### src/rtl/blit_dest_addr_gen.sv
module blit_dest_addr_gen #(
  parameter int CW = 9,
  parameter int BW = 8
) (
  input  logic          clk,
  input  logic          rst_n,
  input  logic          cfg_we,
  input  logic [2:0]    cfg_sel,
  input  logic [BW-1:0] cfg_wdata,
  input  logic          run,
  output logic          busy,
  output logic          done,
  output logic          addr_oe,
  output logic          pix_valid,
  output logic [2*CW-1:0] addr
);
  localparam int HW = CW - BW;

  logic [CW-1:0] x_lo, x_hi, y_lo, y_hi, xc, yc;
  logic x_last, y_last, empty;

  assign x_last    = (xc + CW'(1)) == x_hi;
  assign y_last    = (yc + CW'(1)) == y_hi;
  assign empty     = (x_lo >= x_hi) || (y_lo >= y_hi);
  assign addr_oe   = busy;
  assign pix_valid = busy;
  assign addr      = busy ? {yc, xc} : '0;

  always_ff @(posedge clk) begin
    if (!rst_n) begin
      x_lo <= '0; x_hi <= '0; y_lo <= '0; y_hi <= '0;
    end else if (cfg_we && !busy) begin
      case (cfg_sel)
        3'd0: x_lo[BW-1:0]  <= cfg_wdata;
        3'd1: x_lo[CW-1:BW] <= cfg_wdata[HW-1:0];
        3'd2: x_hi[BW-1:0]  <= cfg_wdata;
        3'd3: x_hi[CW-1:BW] <= cfg_wdata[HW-1:0];
        3'd4: y_lo[BW-1:0]  <= cfg_wdata;
        3'd5: y_lo[CW-1:BW] <= cfg_wdata[HW-1:0];
        3'd6: y_hi[BW-1:0]  <= cfg_wdata;
        default: y_hi[CW-1:BW] <= cfg_wdata[HW-1:0];
      endcase
    end
  end

  always_ff @(posedge clk) begin
    if (!rst_n) begin
      busy <= 1'b0; done <= 1'b0; xc <= '0; yc <= '0;
    end else if (!busy) begin
      if (run) begin
        xc   <= x_lo;
        yc   <= y_lo;
        busy <= !empty;
        done <= empty;
      end
    end else if (x_last) begin
      xc <= x_lo;
      if (y_last) begin
        busy <= 1'b0;
        done <= 1'b1;
      end else begin
        yc <= yc + CW'(1);
      end
    end else begin
      xc <= xc + CW'(1);
    end
  end

  assert_x_window_R4: assert property (@(posedge clk) disable iff (!rst_n)
    busy |-> (xc >= x_lo) && (xc < x_hi));
  assert_y_window_R5: assert property (@(posedge clk) disable iff (!rst_n)
    busy |-> (yc >= y_lo) && (yc < y_hi));
  assert_x_step_R4: assert property (@(posedge clk) disable iff (!rst_n)
    busy && !x_last |=> busy && (xc == $past(xc) + CW'(1)));
  assert_cfg_frozen_R8: assert property (@(posedge clk) disable iff (!rst_n)
    busy |=> $stable({x_lo, x_hi, y_lo, y_hi}));
  assert_done_on_finish_R6: assert property (@(posedge clk) disable iff (!rst_n)
    $fell(busy) |-> done);
  assert_idle_quiet_R3: assert property (@(posedge clk) disable iff (!rst_n)
    !busy |-> !pix_valid && !addr_oe && (addr == '0));
endmodule

### config.mk
export PLATFORM = sky130hd
export DESIGN_NAME = blit_dest_addr_gen
export DESIGN_NICKNAME = d
export VERILOG_FILES = /design/src/rtl/blit_dest_addr_gen.sv
export SDC_FILE = /design/constraint.sdc
export NUM_CORES = 1
export LEC_CHECK = 0
export ABC_AREA = 1
export BUFFER_PORTS_ARGS = -buffer_cell sky130_fd_sc_hd__buf_2
export CORE_MARGIN = 10
export CORE_UTILIZATION = 54
export DETAILED_ROUTE_END_ITERATION = 10
export GPL_TIMING_DRIVEN = 0
export PLACE_DENSITY_LB_ADDON = 0.3
export SYNTH_ARGS = -nofsm -noshare
export SYNTH_HDL_FRONTEND = slang
export SYNTH_SLANG_ARGS = --single-unit
### constraint.sdc
create_clock -name clk -period 2.11 [get_ports clk]
set_clock_uncertainty 0.15 [all_clocks]
set_input_delay 0.1055 -clock clk [delete_from_list [all_inputs] [get_ports clk]]
set_output_delay 0.1055 -clock clk [all_outputs]
set_load 0.02 [all_outputs]
== After elaboration in Yosys (flattened, before gate mapping) ==
Cells that the tools add are included.
Widths: inputs -> output; s select.

* Input bits: 15
* Word-level logic and storage cells: 61
* Flip-flop bits (word level): 56

* Add/subtract/negate cells: 2
* Bitwise logic cells: 1
* $lt $le $gt $ge: 2
* Reductions and logical operators: 17
* Mux-type cells: 16
* Eq/ne operators: 11

{| class="wikitable"
|+ Operator list
! operator !! count
|-
| $mux 9 || 7
|-
| $add 9x1->9 const B || 2
|-
| $eq 9x9->1 || 2
|-
| $ge 9x9->1 || 2
|-
| $mux 18 || 1
|-
| $reduce_and 2->1 || 8
|-
| $eq 3x3->1 const B || 3
|-
| $mux 1 || 8
|-
| $reduce_or 7->1 || 1
|-
| $eq 3x2->1 const B || 2
|-
| $reduce_and 3->1 || 2
|-
| $ne 2x1->1 const B || 2
|-
| $eq 3x1->1 const B || 1
|-
| $logic_not 3->1 || 1
|-
| $logic_not 1->1 || 2
|-
| $ne 2x2->1 const B || 1
|-
| $reduce_bool 2->1 || 1
|-
| $logic_and 1x1->1 || 1
|-
| $logic_or 1x1->1 || 1
|-
| $not 1->1 || 1
|}

== Longest topological paths before layout ==
Gate-level depths: netlist (run 1).

* Depth in word-level cells: 5
* Mapped depth: 17
* Mapped depth without buffers: 17

== Worst setup path after synthesis (run 1) ==
No wires, ideal clock.

* Path type: reg2reg
* Start point: register xc[0]
* End point: register busy (netlist: addr_oe)
* Slack: 0.090 ns
* Cell stages (with the launch flop): 14
* Period minus slack after synthesis: 2.020 ns
* Arrival: 1.757 ns
* Cells stage by stage: dfxtp_1 > ha_1 > nand3_1 > o21bai_2 > nand2_1 > nand2_1 > nand2_1 > nor2_2 > nand4_4 > nand2_8 > buf_8 > nand2_2 > o21ai_1 > inv_1

* Word-level cells in the longest chain between the ends: 4

{| class="wikitable"
|+ Ends and longest elaborated chain
! what !! line !! text
|-
| start, declared || 19 || <nowiki>logic [CW-1:0] x_lo, x_hi, y_lo, y_hi, xc, yc;</nowiki>
|-
| start signal, assigned || 51 || <nowiki>xc <= x_lo;</nowiki>
|-
| start signal, assigned || 57 || <nowiki>xc <= x_lo;</nowiki>
|-
| start signal, assigned || 65 || <nowiki>xc <= xc + CW'(1);</nowiki>
|-
| $add 9x1->9 || 22 || <nowiki>assign x_last = (xc + CW'(1)) == x_hi;</nowiki>
|-
| $eq 9x9->1 || 22 ||
|-
| $mux 1 || 56 || <nowiki>end else if (x_last) begin</nowiki>
|-
| $mux 1 || 49 || <nowiki>end else if (!busy) begin</nowiki>
|-
| end signal, assigned || 53 || <nowiki>busy <= !empty;</nowiki>
|-
| end, declared || 11 || <nowiki>output logic busy,</nowiki>
|}

No other way between the ends.
A chain may end at the register's enable or synchronous reset.

== Final worst setup path (run 1) ==
* Start point: register xc[3]
* End point: register busy (netlist: addr_oe)

The elaborated chain is that of the path after synthesis.

==> metrics.cfg, run 1 <==
[outcome]
run_status=finished, violations left
failed_checks=setup timing

[clocking]
path_clk_slew_ps=110
clock_latency_ps=320
cts.sinks=56
cts_tree=built
root_buffer=clkbuf_8
cts.htree.levels=2
clockBufferDepth=2
cts_buffers=5

[worst_setup_path]
required_ps=2190
crit_path_start_kind=flip-flop
critPathMaxFanout=7
critPathArrivalTime_ps=2210
worstSetupEndpointType=flip-flop
r2r-start=xc[3]
worstSetupPathType=reg2reg
startpoint=xc[3]

[logic_synthesis]
synth_top_area_share=0.3033
synth.area.top_cells=dfxtp_1, nand2_1, nand3_1, inv_1, ha_1
synthFlopType=dfxtp_1
seq_area_frac_synth=0.3033
synth_top_area_cell=dfxtp_1
postSynthAreaPerCell_um2=6.296
ys_top_cells_by_count=nand2_1, inv_1, nand3_1
synth_edf_count=0
syn_inst=587
syn_nets=622
synth_most_common_cell=nand2_1
ys_warn_count=0
syn-cell-area_mm2=0.003696
ys_ff_latch=56
netlist-cell-type-count=35
async_reset_ff_frac=0

[global_routing]
antenna_found_initial=0
first_global_vias=3591
grt_pass1_wl_mm=17.09
grt_overflow=0
grt_usage=0.1999
grt_max_degree=19

[route]
antenna_left=0
drt_first_pass_iters=7
post_drt_wl_per_cell_um=15.10
avgViaCountPerCell=5.614
first_iter_violations=335
route.detailed.drc=0
vias=4143
routed_wl_mm=11.15

[place]
placed_cell_area_mm2=0.003971
pre_cts_ws_ps=-310.8
dp.cells=702
dp_hpwl_mm=7.798
port_buffers=35
globalplace.congestion=0.9511

[die]
start_util=0.5501
row_count=30
num_io_pins=37
die_area_mm2=0.01055
die_y_um=102.7
die_x_um=102.7
coreArea_mm2=0.006719

[sta]
hold_viol=0
max_freq_mhz=469.5
post-route-period-util=1.009
min_period_ps=2130
setup_viol=6
slew_headroom=0.5329
tightest_slew_ps=700.7
hold_slack_ps=44.84
final.setup.worst_slack_ps=-19.93
setup_tns_ps=-61.86
slew_viol_final=0
grt_setup_unrepaired=true

[cells_and_area]
multi_input_area_mm2=0.002434
instances_no_fill=738
areaGrowthSynthToFinish_pct=28.13
drive_above_1_share=0.2492
nFillCells=535
num_antenna_cells=0
final_area_mm2=0.004736
nets=692
regArea_mm2=0.001146

[hold_path]
worstHoldStart=rst_n
hold_path_class=in2reg

[power]
vdd_drop_max_mv=0.4366
p_leak_uw=0.002298
cellPowerDensity_mw_per_mm2=988.9

[flow_run]
max_cap_viol_count=0

## worst max-delay path, stage by stage (launching register included)
cell and delay [ps]:
dfxtp_2 340, buf_6 110, nand2_1 80, nor2_4 240, nand3_2 110, nand2_1 130, nand3_1 120, nand2_2 110
nand4_4 140, nand2_8 140, buf_8 130, nand2_2 40, o21ai_1 130, inv_1 60
## per-layer routing
layer / vias to the layer above / wire [um] / global-route usage
met5: - / 0 / 0
li1: 2044 / - / -
met1: 1842 / 4860 / 0.2773
met3: 27 / 1052 / 0.03284
met2: 230 / 4931 / 0.3086
met4: 0 / 302 / 0.06310
## sequential cells by signal, indices dropped and copies added (netlist names)
register  count
addr_oe       1
done          1
x_hi          9
x_lo          9
xc            9
y_hi          9
y_lo          9
yc            9
## power by group
group / internal (uW) / switching [uW] / leakage [uW]
Clock: 358 / 387 / 0.0000583
Combinational: 982 / 1520 / 0.00178
Sequential: 1240 / 196 / 0.000462
Total: 2580 / 2100 / 0.00230
## path summary, 6_finish.rpt
kind	to	slack (ps)	depth (start not counted)
worst min-delay path	x_hi[6]	40	3
worst max register to register	addr_oe	-20	13
worst min register to register	xc[0]	320	2
worst max-delay path	addr_oe	-20	13
## cells in the final DEF, fill, tap and decap left out, types with 10 or more instances in the layout
cell / Yosys / layout
nand2_1: 140 / 118
inv_1: 84 / 82
a21oi_1: 41 / 37
nand3_1: 68 / 48
nand4_1: 10 / 10
nand3_2: 1 / 19
nor2_2: 3 / 10
nand2_2: 2 / 22
dfxtp_1: 56 / 46
o21ai_0: 47 / 43
nor2_1: 60 / 48
buf_2: 5 / 37
dlygate4sd3_1: 0 / 13
ha_1: 20 / 18
buf_4: 2 / 12
## stage by stage
step,total power [uW],utilization
final,4683,0.7048
after global routing,5005,0.7048
after CTS,4148,0.6432
after detailed placement,3275,0.5911
after global placement,3226,0.5911
after floorplan,2814,-
## final cells by class
type                       count  area share
buffer                        21     0.02748
clock inverter                 3     0.01004
sequential                    56      0.2420
multi-input combinational    421      0.5139
tap                           80     0.02114
inverter                      89     0.07318
clock buffer                   5     0.01453
timing repair buffer          63     0.09775
## repair_timing
item | in CTS | in global routing
endpoints found under the hold margin | 16 | 0
pin swaps | 3 | 28
setup buffers | 7 | 7
gates resized for setup | 23 | 98
cloned | 0 | 1
setup endpoints to repair | 37 | 62
hold buffers | 13 | 0
## cells by family after synthesis
group | count (synthesis) | synth area share
and+or+nand+nor | 299 | 0.3609
buffers and inverters | 110 | 0.1185
AOI/OAI and AO/OA | 99 | 0.1425
DFF | 56 | 0.3033
adders and majority gates | 20 | 0.06770
xor gates and xnor gates | 3 | 0.007110
(Power assumes the default switching activity.)
==> run 2, diff against run 1 <==
--- a/config.mk
+++ b/config.mk
@@ -7,7 +7,7 @@
 export LEC_CHECK = 0
 export ABC_AREA = 1
 export BUFFER_PORTS_ARGS = -buffer_cell sky130_fd_sc_hd__buf_2
-export CORE_MARGIN = 10
+export CORE_ASPECT_RATIO = 1.4
 export CORE_UTILIZATION = 54
 export DETAILED_ROUTE_END_ITERATION = 10
 export GPL_TIMING_DRIVEN = 0
==> metrics.cfg, run 2 (synthesis gave the netlist of run 1 again) <==
[worst_setup_path]
crit_path_start_kind=flip-flop
worstSetupPathType=reg2reg
critPathArrivalTime_ps=2210
required_ps=2210
r2r-start=yc[2]
worstSetupEndpointType=flip-flop
reg2regPathDepth=16
worstReg2RegEnd=yc[0]
r2r_slack_ps=-4
critPathMaxFanout=8

[global_routing]
top_usage_layer=met2
grt_max_degree=18
antenna_found_initial=0
use_met3=0.04317
grt_pass1_wl_mm=16.87
first_global_vias=3737
gr-usage-met1=0.3151
met2_usage=0.5624
grt_usage=0.3001
grt_overflow=0

[power]
cellPowerDensity_mw_per_mm2=981.5
vdd_drop_max_mv=0.5130
p_leak_uw=0.002270
power.total_uw=4536

[hold_path]
min_to=y_hi[8]
hold_path_class=in2reg
worstHoldStart=cfg_sel[0]
holdPathStages=3

[cells_and_area]
num_antenna_cells=0
nets=687
drive_above_1_share=0.2236
final_area_mm2=0.004622
areaGrowthSynthToFinish_pct=25.05
final_common_cell=nand2_1
final_cell_mix=nand2_1, inv_1, nand3_1, nor2_1, o21ai_0
instances_no_fill=745

[die]
num_io_pins=37
coreArea_mm2=0.006613
row_count=35
die_y_um=99.89
die_area_mm2=0.007184
die_x_um=71.92
start_util=0.5589

[clocking]
cts_buffers=5
cts_tree=built
cts.sinks=56
clockBufferDepth=2
clock_latency_ps=310
cts.htree.levels=2
path_clk_slew_ps=90
root_buffer=clkbuf_8

[sta]
slew_headroom=0.6427
final.setup.worst_slack_ps=-3.618
post-route-period-util=1.002
tightest_slew_ps=536.0
min_period_ps=2114
setup_viol=2
hold_viol=0
grt_setup_unrepaired=true
max_freq_mhz=473.1
slew_viol_final=0

[route]
avgViaCountPerCell=5.538
first_iter_violations=222
routed_wl_mm=10.84
route.detailed.drc=0
drt_first_pass_iters=5
vias=4126
post_drt_wl_per_cell_um=14.56
antenna_left=0

[outcome]
run_status=finished, violations left
failed_checks=setup timing

[place]
dp_hpwl_mm=7.982
dp.cells=714
placed_cell_area_mm2=0.003986
port_buffers=35
globalplace.congestion=0.9868

[flow_run]
max_cap_viol_count=0

==> run 2: changes by cell type in the layout (fill, tap and decap cells not counted), sizes merged <==
| cell | change |
|---|---|
| dlygate4sd3 | -3 |
| clkinv | -3 |
| clkinvlp | +1 |
| clkbuf | -1 |
| inv | +1 |
==> run 2: report_power, final <==
group	internal [uW]	switching, uW
Sequential	1240	210
Clock	389	361
Combinational	919	1420
Total	2550	1990
==> run 2: worst max-delay path by stage <==
| stage | startpoint | to | slack, ps | cells after the start |
|---|---|---|---|---|
| after CTS | xc[0] | addr_oe | -10 | 13 |
| after detailed placement | xc[0] | addr_oe | -280 | 13 |
| after floorplan | xc[0] | addr_oe | 90 | 13 |
| after global routing | yc[1] | yc[0] | -130 | 17 |
| after global placement | xc[0] | addr_oe | -240 | 13 |
| final | yc[2] | yc[0] | -4 | 16 |
==> run 2: timing repair <==
item                                    in CTS  in global routing
endpoints found under the hold margin       17                  0
pin swaps                                    1                 26
buffers inserted                             2                 13
cloned                                       0                  1
endpoints found under the setup margin      37                 49
hold buffers                                10                  0
resized for setup                           16                 76
==> run 2: cell type report <==
type                            count  area [um2]
Multi-Input combinational cell    421        2359
Fill cell                         542        1991
Sequential cell                    56        1144
Timing Repair Buffer               61       420.4
Inverter                           89       350.3
Tap cell                           92       115.1
Buffer                             18       112.6
Clock buffer                        6       82.58
Clock inverter                      2       38.79
==> run 2: critical path: stages (launching register included) <==
cell     delay (ps)
dfxtp_1         340
buf_6           140
nand2_1          90
nor2_4          160
nand2_1          90
nand2_1          70
nor2_1           50
nor2_1          150
nand2_1         110
nor2_1          120
nand3_1         100
nand2_2         100
inv_4            60
nand2_8         100
buf_4           120
nor2_2           30
nor2_1           80
==> run 2: metal layers <==
metal  share of wire  up-vias
met5               0        -
met4           0.061        0
met3           0.043       51
met2            0.52      165
met1            0.38     1886
li1                -     2024
==> run 2: metrics by stage <==
step	setup TNS [ps]	hold WS [ps]	util	worst slack, ps
floorplan	0	90.40	-	89.62
global placement	-3312	238.8	0.6028	-244.6
detailed placement	-4296	251.2	0.6028	-283.4
CTS	-30.98	22.05	0.6420	-13.62
global route	-1651	52.82	0.6990	-128.7
finish	-5.140	26.04	0.6990	-3.618
